## src/rtl/atm_txcp_pkg.sv

```systemverilog
package atm_txcp_pkg;

  localparam int OCT_W     = 8;
  localparam int CB_SCR    = 7;
  localparam int CB_COSET  = 6;
  localparam int CB_HECINS = 5;

  // One octet through a CRC-8 shift register, MSB first.
  function automatic logic [OCT_W-1:0] crc8_step(
    input logic [OCT_W-1:0] crc_in,
    input logic [OCT_W-1:0] d,
    input logic [OCT_W-1:0] poly
  );
    logic [OCT_W-1:0] c;
    logic             fb;
    c = crc_in;
    for (int i = OCT_W - 1; i >= 0; i--) begin
      fb = c[OCT_W-1] ^ d[i];
      c  = {c[OCT_W-2:0], 1'b0};
      if (fb) c = c ^ poly;
    end
    return c;
  endfunction

endpackage

```

## src/rtl/atm_txcp_regs.sv

```systemverilog
module atm_txcp_regs
  import atm_txcp_pkg::*;
#(
  parameter int             ADDR_W     = 4,
  parameter int             CTRL_ADDR  = 0,
  parameter int             MASK_ADDR  = 1,
  parameter logic [OCT_W-1:0] CTRL_RESET = 8'h72
) (
  input  logic              clk,
  input  logic              rst,
  input  logic              reg_wr,
  input  logic [ADDR_W-1:0] reg_addr,
  input  logic [OCT_W-1:0]  reg_wdata,
  output logic [OCT_W-1:0]  reg_rdata,
  output logic              scr_en,
  output logic              coset_en,
  output logic              hec_ins_en,
  output logic [OCT_W-1:0]  err_mask
);

  localparam logic [ADDR_W-1:0] A_CTRL = ADDR_W'(CTRL_ADDR);
  localparam logic [ADDR_W-1:0] A_MASK = ADDR_W'(MASK_ADDR);

  logic [OCT_W-1:0] ctrl_q;
  logic [OCT_W-1:0] mask_q;

  always_ff @(posedge clk) begin
    if (rst) begin
      ctrl_q    <= CTRL_RESET;
      mask_q    <= '0;
      reg_rdata <= '0;
    end else begin
      if (reg_wr && reg_addr == A_CTRL) ctrl_q <= reg_wdata;
      if (reg_wr && reg_addr == A_MASK) mask_q <= reg_wdata;
      if (reg_addr == A_CTRL)      reg_rdata <= ctrl_q;
      else if (reg_addr == A_MASK) reg_rdata <= mask_q;
      else                         reg_rdata <= '0;
    end
  end

  assign scr_en     = ctrl_q[CB_SCR];
  assign coset_en   = ctrl_q[CB_COSET];
  assign hec_ins_en = ctrl_q[CB_HECINS];
  assign err_mask   = mask_q;

endmodule

```

## src/rtl/atm_txcp_pos.sv

```systemverilog
module atm_txcp_pos #(
  parameter int CELL_LEN = 53,
  localparam int POS_W   = $clog2(CELL_LEN)
) (
  input  logic             clk,
  input  logic             rst,
  input  logic             in_valid,
  input  logic             in_soc,
  output logic [POS_W-1:0] pos
);

  localparam logic [POS_W-1:0] LAST = POS_W'(CELL_LEN - 1);

  logic [POS_W-1:0] cnt_q;

  // A start marker forces octet index zero; otherwise use the running count.
  assign pos = in_soc ? '0 : cnt_q;

  always_ff @(posedge clk) begin
    if (rst) begin
      cnt_q <= '0;
    end else if (in_valid) begin
      cnt_q <= (pos == LAST) ? '0 : pos + 1'b1;
    end
  end

endmodule

```

## src/rtl/atm_txcp_hec.sv

```systemverilog
module atm_txcp_hec
  import atm_txcp_pkg::*;
#(
  parameter int               CELL_LEN  = 53,
  parameter int               HDR_LEN   = 4,
  parameter logic [OCT_W-1:0] HEC_POLY  = 8'h07,
  parameter logic [OCT_W-1:0] COSET_VAL = 8'h55,
  localparam int              POS_W     = $clog2(CELL_LEN)
) (
  input  logic             clk,
  input  logic             rst,
  input  logic             in_valid,
  input  logic [POS_W-1:0] pos,
  input  logic [OCT_W-1:0] in_data,
  input  logic             coset_en,
  input  logic [OCT_W-1:0] err_mask,
  output logic [OCT_W-1:0] hec_byte
);

  localparam logic [POS_W-1:0] HDR_END = POS_W'(HDR_LEN);

  logic [OCT_W-1:0] crc_q;
  logic [OCT_W-1:0] crc_seed;

  assign crc_seed = (pos == '0) ? '0 : crc_q;

  always_ff @(posedge clk) begin
    if (rst) begin
      crc_q <= '0;
    end else if (in_valid && pos < HDR_END) begin
      crc_q <= crc8_step(crc_seed, in_data, HEC_POLY);
    end
  end

  // Coset first, error pattern second.
  assign hec_byte = (crc_q ^ (coset_en ? COSET_VAL : '0)) ^ err_mask;

endmodule

```

## src/rtl/atm_txcp_scr.sv

```systemverilog
module atm_txcp_scr
  import atm_txcp_pkg::*;
#(
  parameter int SCR_LAG = 43
) (
  input  logic             clk,
  input  logic             rst,
  input  logic             adv,
  input  logic [OCT_W-1:0] din,
  output logic [OCT_W-1:0] dout
);

  logic [SCR_LAG-1:0] hist_q;
  logic [SCR_LAG-1:0] hist_nxt;

  generate
    if (SCR_LAG > OCT_W) begin : g_wide
      // Every tap lies in stored history: one XOR level per output bit.
      always_comb begin
        logic [SCR_LAG-1:0] h;
        logic               o;
        h    = hist_q;
        dout = '0;
        for (int i = OCT_W - 1; i >= 0; i--) begin
          o       = din[i] ^ h[SCR_LAG-1];
          dout[i] = o;
          h       = {h[SCR_LAG-2:0], o};
        end
        hist_nxt = h;
      end
    end else begin : g_narrow
      // Short lag: taps reach into bits of the same octet.
      always_comb begin
        logic [SCR_LAG+OCT_W-1:0] h;
        logic                     o;
        h = {{OCT_W{1'b0}}, hist_q};
        dout = '0;
        for (int i = OCT_W - 1; i >= 0; i--) begin
          o       = din[i] ^ h[SCR_LAG-1];
          dout[i] = o;
          h       = {h[SCR_LAG+OCT_W-2:0], o};
        end
        hist_nxt = h[SCR_LAG-1:0];
      end
    end
  endgenerate

  always_ff @(posedge clk) begin
    if (rst)      hist_q <= '0;
    else if (adv) hist_q <= hist_nxt;
  end

endmodule

```

## src/rtl/atm_txcp.sv

```systemverilog
module atm_txcp
  import atm_txcp_pkg::*;
#(
  parameter int               CELL_LEN   = 53,
  parameter int               HDR_LEN    = 4,
  parameter int               SCR_LAG    = 43,
  parameter int               ADDR_W     = 4,
  parameter int               CTRL_ADDR  = 0,
  parameter int               MASK_ADDR  = 1,
  parameter logic [OCT_W-1:0] HEC_POLY   = 8'h07,
  parameter logic [OCT_W-1:0] COSET_VAL  = 8'h55,
  parameter logic [OCT_W-1:0] CTRL_RESET = 8'h72
) (
  input  logic              clk,
  input  logic              rst,
  input  logic              reg_wr,
  input  logic [ADDR_W-1:0] reg_addr,
  input  logic [OCT_W-1:0]  reg_wdata,
  output logic [OCT_W-1:0]  reg_rdata,
  input  logic              in_valid,
  input  logic              in_soc,
  input  logic [OCT_W-1:0]  in_data,
  output logic              out_valid,
  output logic              out_soc,
  output logic [OCT_W-1:0]  out_data
);

  localparam int               POS_W   = $clog2(CELL_LEN);
  localparam logic [POS_W-1:0] HEC_IDX = POS_W'(HDR_LEN);

  logic             scr_en;
  logic             coset_en;
  logic             hec_ins_en;
  logic [OCT_W-1:0] err_mask;
  logic [POS_W-1:0] pos;
  logic [OCT_W-1:0] hec_byte;
  logic [OCT_W-1:0] scr_out;
  logic             is_hec;
  logic             is_pay;
  logic             scr_adv;
  logic [OCT_W-1:0] data_nxt;

  atm_txcp_regs #(
    .ADDR_W    (ADDR_W),
    .CTRL_ADDR (CTRL_ADDR),
    .MASK_ADDR (MASK_ADDR),
    .CTRL_RESET(CTRL_RESET)
  ) u_regs (
    .clk       (clk),
    .rst       (rst),
    .reg_wr    (reg_wr),
    .reg_addr  (reg_addr),
    .reg_wdata (reg_wdata),
    .reg_rdata (reg_rdata),
    .scr_en    (scr_en),
    .coset_en  (coset_en),
    .hec_ins_en(hec_ins_en),
    .err_mask  (err_mask)
  );

  atm_txcp_pos #(
    .CELL_LEN(CELL_LEN)
  ) u_pos (
    .clk     (clk),
    .rst     (rst),
    .in_valid(in_valid),
    .in_soc  (in_soc),
    .pos     (pos)
  );

  atm_txcp_hec #(
    .CELL_LEN (CELL_LEN),
    .HDR_LEN  (HDR_LEN),
    .HEC_POLY (HEC_POLY),
    .COSET_VAL(COSET_VAL)
  ) u_hec (
    .clk     (clk),
    .rst     (rst),
    .in_valid(in_valid),
    .pos     (pos),
    .in_data (in_data),
    .coset_en(coset_en),
    .err_mask(err_mask),
    .hec_byte(hec_byte)
  );

  atm_txcp_scr #(
    .SCR_LAG(SCR_LAG)
  ) u_scr (
    .clk (clk),
    .rst (rst),
    .adv (scr_adv),
    .din (in_data),
    .dout(scr_out)
  );

  assign is_hec  = (pos == HEC_IDX);
  assign is_pay  = (pos > HEC_IDX);
  assign scr_adv = in_valid && is_pay && scr_en;

  always_comb begin
    if (is_hec && hec_ins_en)  data_nxt = hec_byte;
    else if (is_pay && scr_en) data_nxt = scr_out;
    else                       data_nxt = in_data;
  end

  always_ff @(posedge clk) begin
    if (rst) begin
      out_valid <= 1'b0;
      out_soc   <= 1'b0;
      out_data  <= '0;
    end else begin
      out_valid <= in_valid;
      out_soc   <= in_valid && in_soc;
      out_data  <= data_nxt;
    end
  end

endmodule

```

## config.mk

```make
export PLATFORM = sky130hd
export DESIGN_NAME = atm_txcp
export DESIGN_NICKNAME = d
export VERILOG_FILES = /design/src/rtl/atm_txcp_pkg.sv /design/src/rtl/atm_txcp_regs.sv /design/src/rtl/atm_txcp_pos.sv /design/src/rtl/atm_txcp_hec.sv /design/src/rtl/atm_txcp_scr.sv /design/src/rtl/atm_txcp.sv
export SDC_FILE = /design/constraint.sdc
export NUM_CORES = 1
export LEC_CHECK = 0
export BUFFER_PORTS_ARGS = -buffer_cell sky130_fd_sc_hd__buf_4
export CAP_MARGIN = 0
export CELL_PAD_IN_SITES_DETAIL_PLACEMENT = 0
export CELL_PAD_IN_SITES_GLOBAL_PLACEMENT = 1
export CORE_MARGIN = 3
export CORE_UTILIZATION = 48
export CTS_BUF_LIST = sky130_fd_sc_hd__clkbuf_16
export CTS_CLUSTER_SIZE = 24
export DETAILED_ROUTE_END_ITERATION = 8
export PLACE_DENSITY_LB_ADDON = 0.1
export SLEW_MARGIN = 10
export SYNTH_ARGS = -nofsm -noshare
export SYNTH_HDL_FRONTEND = slang
export SYNTH_SLANG_ARGS = --single-unit
```

## constraint.sdc

```tcl
create_clock -name clk -period 3.1 [get_ports clk]
set_input_delay 0.155 -clock clk [delete_from_list [all_inputs] [get_ports clk]]
set_output_delay 0.155 -clock clk [all_outputs]
set_load 0.01 [all_outputs]
```

==> metrics.md, run 1 <==
| Metric | Value |
|---|---|
| Status | `finished clean` |
| Cts hold-fix bufs | `0` |
| GPL Wtd Cong | `around 0.81` |
| CTS Buffer Depth | `2` |
| Leading area contributor after synthesis | `dfxtp_1` |
| Switching Share | `0.2515` |
| Register area | `1822 µm²` |
| Hpwl dp | `6.282 mm` |
| Vias | `~3400` |
| Slew @ Worst Pin | `roughly 1 ns` |
| Syn Nets | `about 530` |
| Yosys reg bits | `91` |
| Achievable Freq | `~0.42 GHz` |
| Vias in the first global route | `between 3000 and 4000` |
| Critical Path End Type | `flop` |
| Root cell of the clock tree | `clkbuf_16` |
| Relative slew margins | `0.3523` |
| Worst Skew | `~0.009 ns` |
| Synth area leaders | `dfxtp_1, nand2_1, xnor2_1` |
| Cells after synthesis | `500` |
| Post-synth top flop | `dfxtp_1` |
| Multi-input gate area | `roughly 2200 µm²` |
| Synth Area in Simple Gates | `0.2110` |
| EDFF count, synth | `0` |
| Critical path class | `reg2reg` |
| P_leak | `between 1.5 and 2 nW` |
| Asr flop ratio synth | `0` |
| Die area | `between 9000 and 10000 µm²` |
| Worst Slack Setup Final | `0.7280 ns` |
| Remaining Overflow, GRT | `0` |
| GRT Total Usage | `0.1947` |
| Final Max Tran Viols | `0` |
| Nets | `542` |
| Ratio of cells with drive above 1 in the final layout | `0.1404` |
| Clock sink count | `91` |
| DRT Wirelength | `9.493 mm` |
| Post-synthesis mux area share | `0.002377` |
| ANT nets after route | `0` |
| CP Launch Type | `flop` |
| Num CTS Buffers | `9` |
| Net Switching | `~650 µW` |
| Compound-Gate Fraction of Synth Area | `0.1923` |
| Unique cell type count in the Yosys netlist | `49` |
| Core footprint | `between 8000 and 9000 µm²` |
| Max cap viols | `0` |
| Sequential element share of the synthesized area | `0.4327` |
| Worst-Skew Late Latency | `0.33 ns` |
| Die Ht | `about 100 µm` |
| DIE WIDTH | `between 90 and 100 µm` |
| Vias/cell | `5.458` |
| Depth of the CTS H-tree | `3` |
| Mean Syn Cell Area | `around 8.4 µm²` |
| Synth Area in Adders | `0.005944` |
| Post-CTS Setup Inserts | `0` |
| Pin count of the biggest net entering global routing | `91` |
| CTS tree | `yes` |
| Min-Delay Path Class | `in2reg` |
| Final Hold Viols | `0` |
| Comb pwr share | `0.112` |
| CTS clk-pin slew, worst paths | `roughly 0.07 ns` |
| Row count | `33` |
| Fillers | `just under 800` |
| Clock network power share | `0.414` |
| WL per Instance | `~15 µm` |
| PortBufs | `between 40 and 50` |
| CP required | `approximately 3.3 ns` |
| Area growth from synthesis to layout | `13.34%` |
| Min Tclk post-route | `between 2 and 2.5 ns` |
| First-pass GRT wire length | `~16 mm` |
| Minimum setup slack after placement | `a little over 0.7 ns` |
| N_diodes | `0` |
| PostCTS Resize Cnt | `0` |
| Combinational family with the most area after synthesis | `simple AND/OR/NAND/NOR gates` |
| 1st-pass router iterations | `4` |
| Sequential cell fraction of total power | `0.474` |
| Setup-failing EPs final | `0` |
| Starting Density | `0.5023` |
| Internal power | `about 1.9 mW` |
| I/O Pins | `between 40 and 50` |
| Pwr Density | `between 500 and 600 nW/µm²` |
| Ys Warns | `0` |
| Drt drc | `0` |
| CP max FO | `a little over 50` |
| Critical Path AT | `between 2 and 3 ns` |
| 1st-iter DRT viols | `142` |
| Mapped cell area | `roughly 4200 µm²` |
| Synth Area in XOR/XNOR | `0.1079` |
| RSZ-0062 raised after global routing | `no` |
| Final period util | `0.7652` |
| Setup TNS Final | `0 ns` |
| Share of the synthesized area in the top cell type | `0.4327` |
| Peak supply drop | `0.2943 mV` |
| Initial antenna violation count | `0` |
==> metal layers <==
metal | share of wire | vias up | track usage
met2 | 0.46 | 59 | 0.2980
met3 | 0.042 | 10 | 0.03015
met5 | 0 | - | 0
met1 | 0.48 | 1597 | 0.2728
li1 | - | 1745 | -
met4 | 0.013 | 0 | 0.08298
==> final cells by class <==
cell class,instances,share of cell area
tap,105,0.02753
inverter,2,0.001573
multi-input combinational,367,0.4583
clock buffer,9,0.04719
clock inverter,7,0.01442
timing repair buffer,44,0.06922
sequential,91,0.3818
==> cells in the final DEF, fill, tap and decap left out, types with 10 or more instances in the layout <==
cell type / Yosys / layout
nand2_1: 91 / 91
dfxtp_1: 91 / 91
a21oi_1: 63 / 63
buf_4: 0 / 44
xnor2_1: 38 / 38
nor2_1: 31 / 31
nand3_1: 17 / 17
o21ai_0: 15 / 15
xor2_1: 12 / 12
and3_1: 10 / 10
==> registers in the layout, summed over array words and instances (netlist names) <==
register / count
out_data: 8
out_valid: 1
u_regs.err_mask: 8
u_regs.reg_rdata: 8
u_scr.hist_q: 43
u_pos.cnt_q: 6
u_hec.crc_q: 8
out_soc: 1
u_regs.ctrl_q: 8
==> final timing paths <==
kind | start | endpoint | slack, ns | cells past startpoint
worst max register to register | u_pos.cnt_q[0] | u_scr.hist_q[0] | 0.73 | 7
worst min-delay path | reg_wdata[4] | u_regs.err_mask[4] | 0.09 | 3
worst max-delay path | u_pos.cnt_q[0] | u_scr.hist_q[0] | 0.73 | 7
worst min register to register | u_scr.hist_q[32] | u_scr.hist_q[40] | 0.45 | 2
==> stage by stage <==
stage	total power, mW	instance area [µm²]	cells	hold slack, ns	utilization
floorplan	1.460	4210	500	0.3025	-
global placement	1.542	4478	609	0.4291	0.5343
detailed placement	1.550	4478	609	0.4317	0.5343
CTS	2.629	4772	625	0.08067	0.5693
global route	2.707	4772	625	0.09045	0.5693
finish	2.603	4772	625	0.08502	0.5693
==> kinds of logic after synthesis <==
kind of cell               Yosys count
adders and majority gates            2
and+or+nand+nor                    185
DFF                                 91
buffers and inverters               42
AOI/OAI and AO/OA                  128
xor gates and xnor gates            51
muxes                                1
==> cell usage after synthesis, types with 2 or more instances <==
| cell type | number |
|---|---|
| nand4b_1 | 2 |
| a22oi_1 | 9 |
| nand3_1 | 17 |
| o211ai_1 | 7 |
| xor2_1 | 12 |
| and3_1 | 10 |
| ha_1 | 2 |
| nor2_1 | 31 |
| nand3b_1 | 3 |
| dfxtp_1 | 91 |
| a211oi_2 | 8 |
| inv_1 | 2 |
| nor2b_1 | 4 |
| o21ai_1 | 2 |
| nand2b_1 | 8 |
| o31ai_1 | 3 |
| buf_2 | 10 |
| o21ai_0 | 15 |
| nor4b_1 | 5 |
| a211oi_1 | 8 |
| clkbuf_1 | 24 |
| buf_6 | 4 |
| nor4_2 | 2 |
| nand2_1 | 91 |
| xnor2_1 | 38 |
| o21a_1 | 4 |
| a211o_1 | 4 |
| a21oi_1 | 63 |
==> critical path: stages (launching register included) <==
cell and delay [ns]:
dfxtp_1 0.37, nand2b_1 0.12, ha_1 0.26, nor2b_1 0.46, o21a_1 0.23, and2_4 0.51
nor2_1 0.10, a211oi_2 0.23
==> power by group through the flow <==
stage	logic (mW)	clock network, mW	registers (mW)
after CTS	0.292	1.10	1.23
final	0.292	1.08	1.23
after global routing	0.323	1.15	1.24
after global placement	0.284	0	1.26
after floorplan	0.220	0	1.24
after detailed placement	0.291	0	1.26
No activity file was read; power rests on OpenSTA's default activity.
==> run 2, diff against run 1 <==
--- a/config.mk
+++ b/config.mk
@@ -5,12 +5,13 @@
 export SDC_FILE = /design/constraint.sdc
 export NUM_CORES = 1
 export LEC_CHECK = 0
+export ABC_AREA = 1
 export BUFFER_PORTS_ARGS = -buffer_cell sky130_fd_sc_hd__buf_4
 export CAP_MARGIN = 0
 export CELL_PAD_IN_SITES_DETAIL_PLACEMENT = 0
 export CELL_PAD_IN_SITES_GLOBAL_PLACEMENT = 1
 export CORE_MARGIN = 3
-export CORE_UTILIZATION = 48
+export CORE_UTILIZATION = 43
 export CTS_BUF_LIST = sky130_fd_sc_hd__clkbuf_16
 export CTS_CLUSTER_SIZE = 24
 export DETAILED_ROUTE_END_ITERATION = 8
==> constraint.sdc (replaced) <==
create_clock -name clk -period 2.2 [get_ports clk]
set_input_delay 0.11 -clock clk [delete_from_list [all_inputs] [get_ports clk]]
set_output_delay 0.11 -clock clk [all_outputs]
set_load 0.01 [all_outputs]
==> run 2 against run 1 <==
Against the previous run: non-clock buffer count rose by 14; combinational power rose by 21%; worst hold slack got worse by 0.066 ns; utilization fell by 2.7 points; sequential cell count did not move; cell area rose by 2.0%; global-route usage fell by 0.62 points; maximum frequency rose by 19%; largest cell class unchanged; clock skew fell by 0.0026 ns; sequential power rose by 39%; critical path depth rose by 7.
==> metrics.md, run 2 <==
| Metric | Value |
|---|---|
| Status | `finished clean` |
| Cells after synthesis | `552` |
| Vias in the first global route | `about 3300` |
| CTS tree | `yes` |
| Final Max Tran Viols | `0` |
| Nets | `624` |
| 1st-iter DRT viols | `263` |
| Min Tclk post-route | `between 1.5 and 2 ns` |
| Achievable Freq | `about 0.50 GHz` |
| First-pass GRT wire length | `~16 mm` |
| Post-synth top flop | `dfxtp_1` |
| Top reg by flops | `u_scr.hist_q` |
| Asr flop ratio synth | `0` |
| Final period util | `0.9054` |
| P_leak | `approximately 2.2 nW` |
| Synth cell count leaders | `nand2_1, dfxtp_1, nor2_1` |
| Sequential element share of the synthesized area | `0.4470` |
| Reg2reg setup slack | `~0.21 ns` |
| Initial antenna violation count | `0` |
| Area growth from synthesis to layout | `19.40%` |
| EDFF count, synth | `0` |
| Remaining Overflow, GRT | `0` |
| RR Startpoint | `u_pos.cnt_q[0]` |
| Pwr Density | `about 740 nW/µm²` |
| Num CTS Buffers | `9` |
| Crit path from | `u_pos.cnt_q[0]` |
| Most frequent cell after synthesis | `nand2_1` |
| Max reg flops | `43` |
| WL per Instance | `roughly 13 µm` |
| Ratio of cells with drive above 1 in the final layout | `0.1611` |
| Vias | `3611` |
| 1st-pass router iterations | `6` |
| DRT Wirelength | `a little under 10 mm` |
| Worst Slack Setup Final | `between 0.2 and 0.25 ns` |
| I/O Pins | `between 40 and 50` |
| Most common cell after layout, fill and taps aside | `nand2_1` |
| CP endpoint | `u_hec.crc_q[1]` |
| CP max FO | `7` |
| Syn Nets | `between 500 and 600` |
| Slew @ Worst Pin | `between 0.4 and 0.5 ns` |
| GRT Total Usage | `0.1885` |
| CP required | `between 2 and 2.5 ns` |
| Setup-failing EPs final | `0` |
| CP Launch Type | `flop` |
| Ys Warns | `0` |
| PortBufs | `42` |
| Worst reg2reg endpoint | `u_hec.crc_q[1]` |
| Leading area contributor after synthesis | `dfxtp_1` |
| Worst-Skew Late Latency | `between 0.3 and 0.4 ns` |
| Critical path class | `reg2reg` |
| Mean Syn Cell Area | `7.383 µm²` |
| Most frequent cells in the layout | `nand2_1, dfxtp_1, nor2_1` |
| Max cap viols | `0` |
| Min-Delay Path Class | `in2reg` |
| Unique cell type count in the Yosys netlist | `34` |
| Core footprint | `roughly 9000 µm²` |
| Fin area | `roughly 4900 µm²` |
| N_diodes | `0` |
| Final Hold Viols | `0` |
| Die area | `about 11000 µm²` |
| Share of the synthesized area in the top cell type | `0.4470` |
| Depth of the CTS H-tree | `3` |
| Root cell of the clock tree | `clkbuf_16` |
| Yosys reg bits | `91` |
| GPL Wtd Cong | `about 0.77` |
| Synth area leaders | `dfxtp_1, nand2_1, nor2_1` |
| Row count | `34` |
| Critical Path AT | `around 2.3 ns` |
| Mapped cell area | `just over 4000 µm²` |
| Peak supply drop | `0.4208 mV` |
| Vias/cell | `4.960` |
| Minimum setup slack after placement | `about 0.17 ns` |
| ANT nets after route | `0` |
| Relative slew margins | `0.6835` |
| Worst Skew | `0.006265 ns` |
| Hpwl dp | `around 6.7 mm` |
| Drt drc | `0` |
| Die Ht | `between 100 and 150 µm` |
| Critical Path End Type | `flop` |
| Overall power | `~3.6 mW` |
| CTS clk-pin slew, worst paths | `0.07 ns` |
| Post-DP Area | `4486 µm²` |
| Pin count of the biggest net entering global routing | `41` |
| Setup TNS Final | `0 ns` |
| DIE WIDTH | `approximately 100 µm` |
| Starting Density | `0.4540` |
| Worst r2r path cells | `14` |
| CTS Buffer Depth | `2` |
| Clock sink count | `91` |
[run 2: cell families after synthesis]
| family | synth area share |
|---|---|
| AO/OA/AOI/OAI | 0.1618 |
| XOR/XNOR | 0.06356 |
| adder cells (fa/ha/maj) | 0.006140 |
| buffers and inverters | 0.07338 |
| flip-flops | 0.4470 |
| AND/OR/NAND/NOR | 0.2481 |
[run 2: how the worst min path moves through the flow]
stage / start / end / depth (start not counted)
2_1_floorplan: reg_wdata[1] / u_regs.ctrl_q[1] / 2
4_1_cts: reg_wdata[5] / u_regs.ctrl_q[5] / 3
5_1_grt: reg_wdata[5] / u_regs.ctrl_q[5] / 3
3_5_place_dp: reg_wdata[6] / u_regs.ctrl_q[6] / 3
6_report: reg_wdata[5] / u_regs.ctrl_q[5] / 3
3_3_place_gp: reg_wdata[4] / u_regs.ctrl_q[4] / 3
[run 2: where the power goes]
group          switching (mW)  internal (mW)
combinational           0.211          0.142
sequential             0.0284           1.68
clock                   0.657          0.887
[run 2: layout make-up]
type                            instances  area, µm²
Inverter                               45      171.4
Sequential cell                        91       1822
Clock inverter                          7      73.82
Clock buffer                            9      225.2
Fill cell                             895       4110
Tap cell                              126      157.7
Timing Repair Buffer                   58      446.7
Multi-Input combinational cell        392       1969
[run 2: worst max-delay path: stages, from the launching register on]
cell and delay, ns:
dfxtp_1 0.31, inv_1 0.06, nor2_1 0.05, inv_1 0.07, ha_2 0.28, nand3_4 0.17
buf_4 0.19, nand2_4 0.06, xor2_1 0.23, nand3_1 0.11, nand2_1 0.12, nand2_1 0.09
nand2_1 0.07, nand2_1 0.05, nor2_2 0.06
[run 2: repair_timing]
action                                  4_1_cts  5_1_grt
endpoints found under the setup margin        0        9
endpoints found under the hold margin         3        0
setup buffers                                 0        4
hold buffers                                  3        0
resized for setup                             0        5
[run 2: routing by layer]
metal / vias up / wire length (µm) / global-route usage
met3: 4 / 405 / 0.03890
li1: 1868 / - / -
met2: 79 / 4517 / 0.3005
met4: 0 / 38 / 0.04183
met1: 1660 / 4841 / 0.2637
met5: - / 0 / 0
[run 2: metrics by stage]
step	hold WS, ns	std cells	utilization
floorplan	0.2232	552	-
detailed placement	0.3278	704	0.4997
global route	0.01797	728	0.5421
finish	0.01947	728	0.5421
global placement	0.3235	704	0.4997
CTS	0.01012	723	0.5364
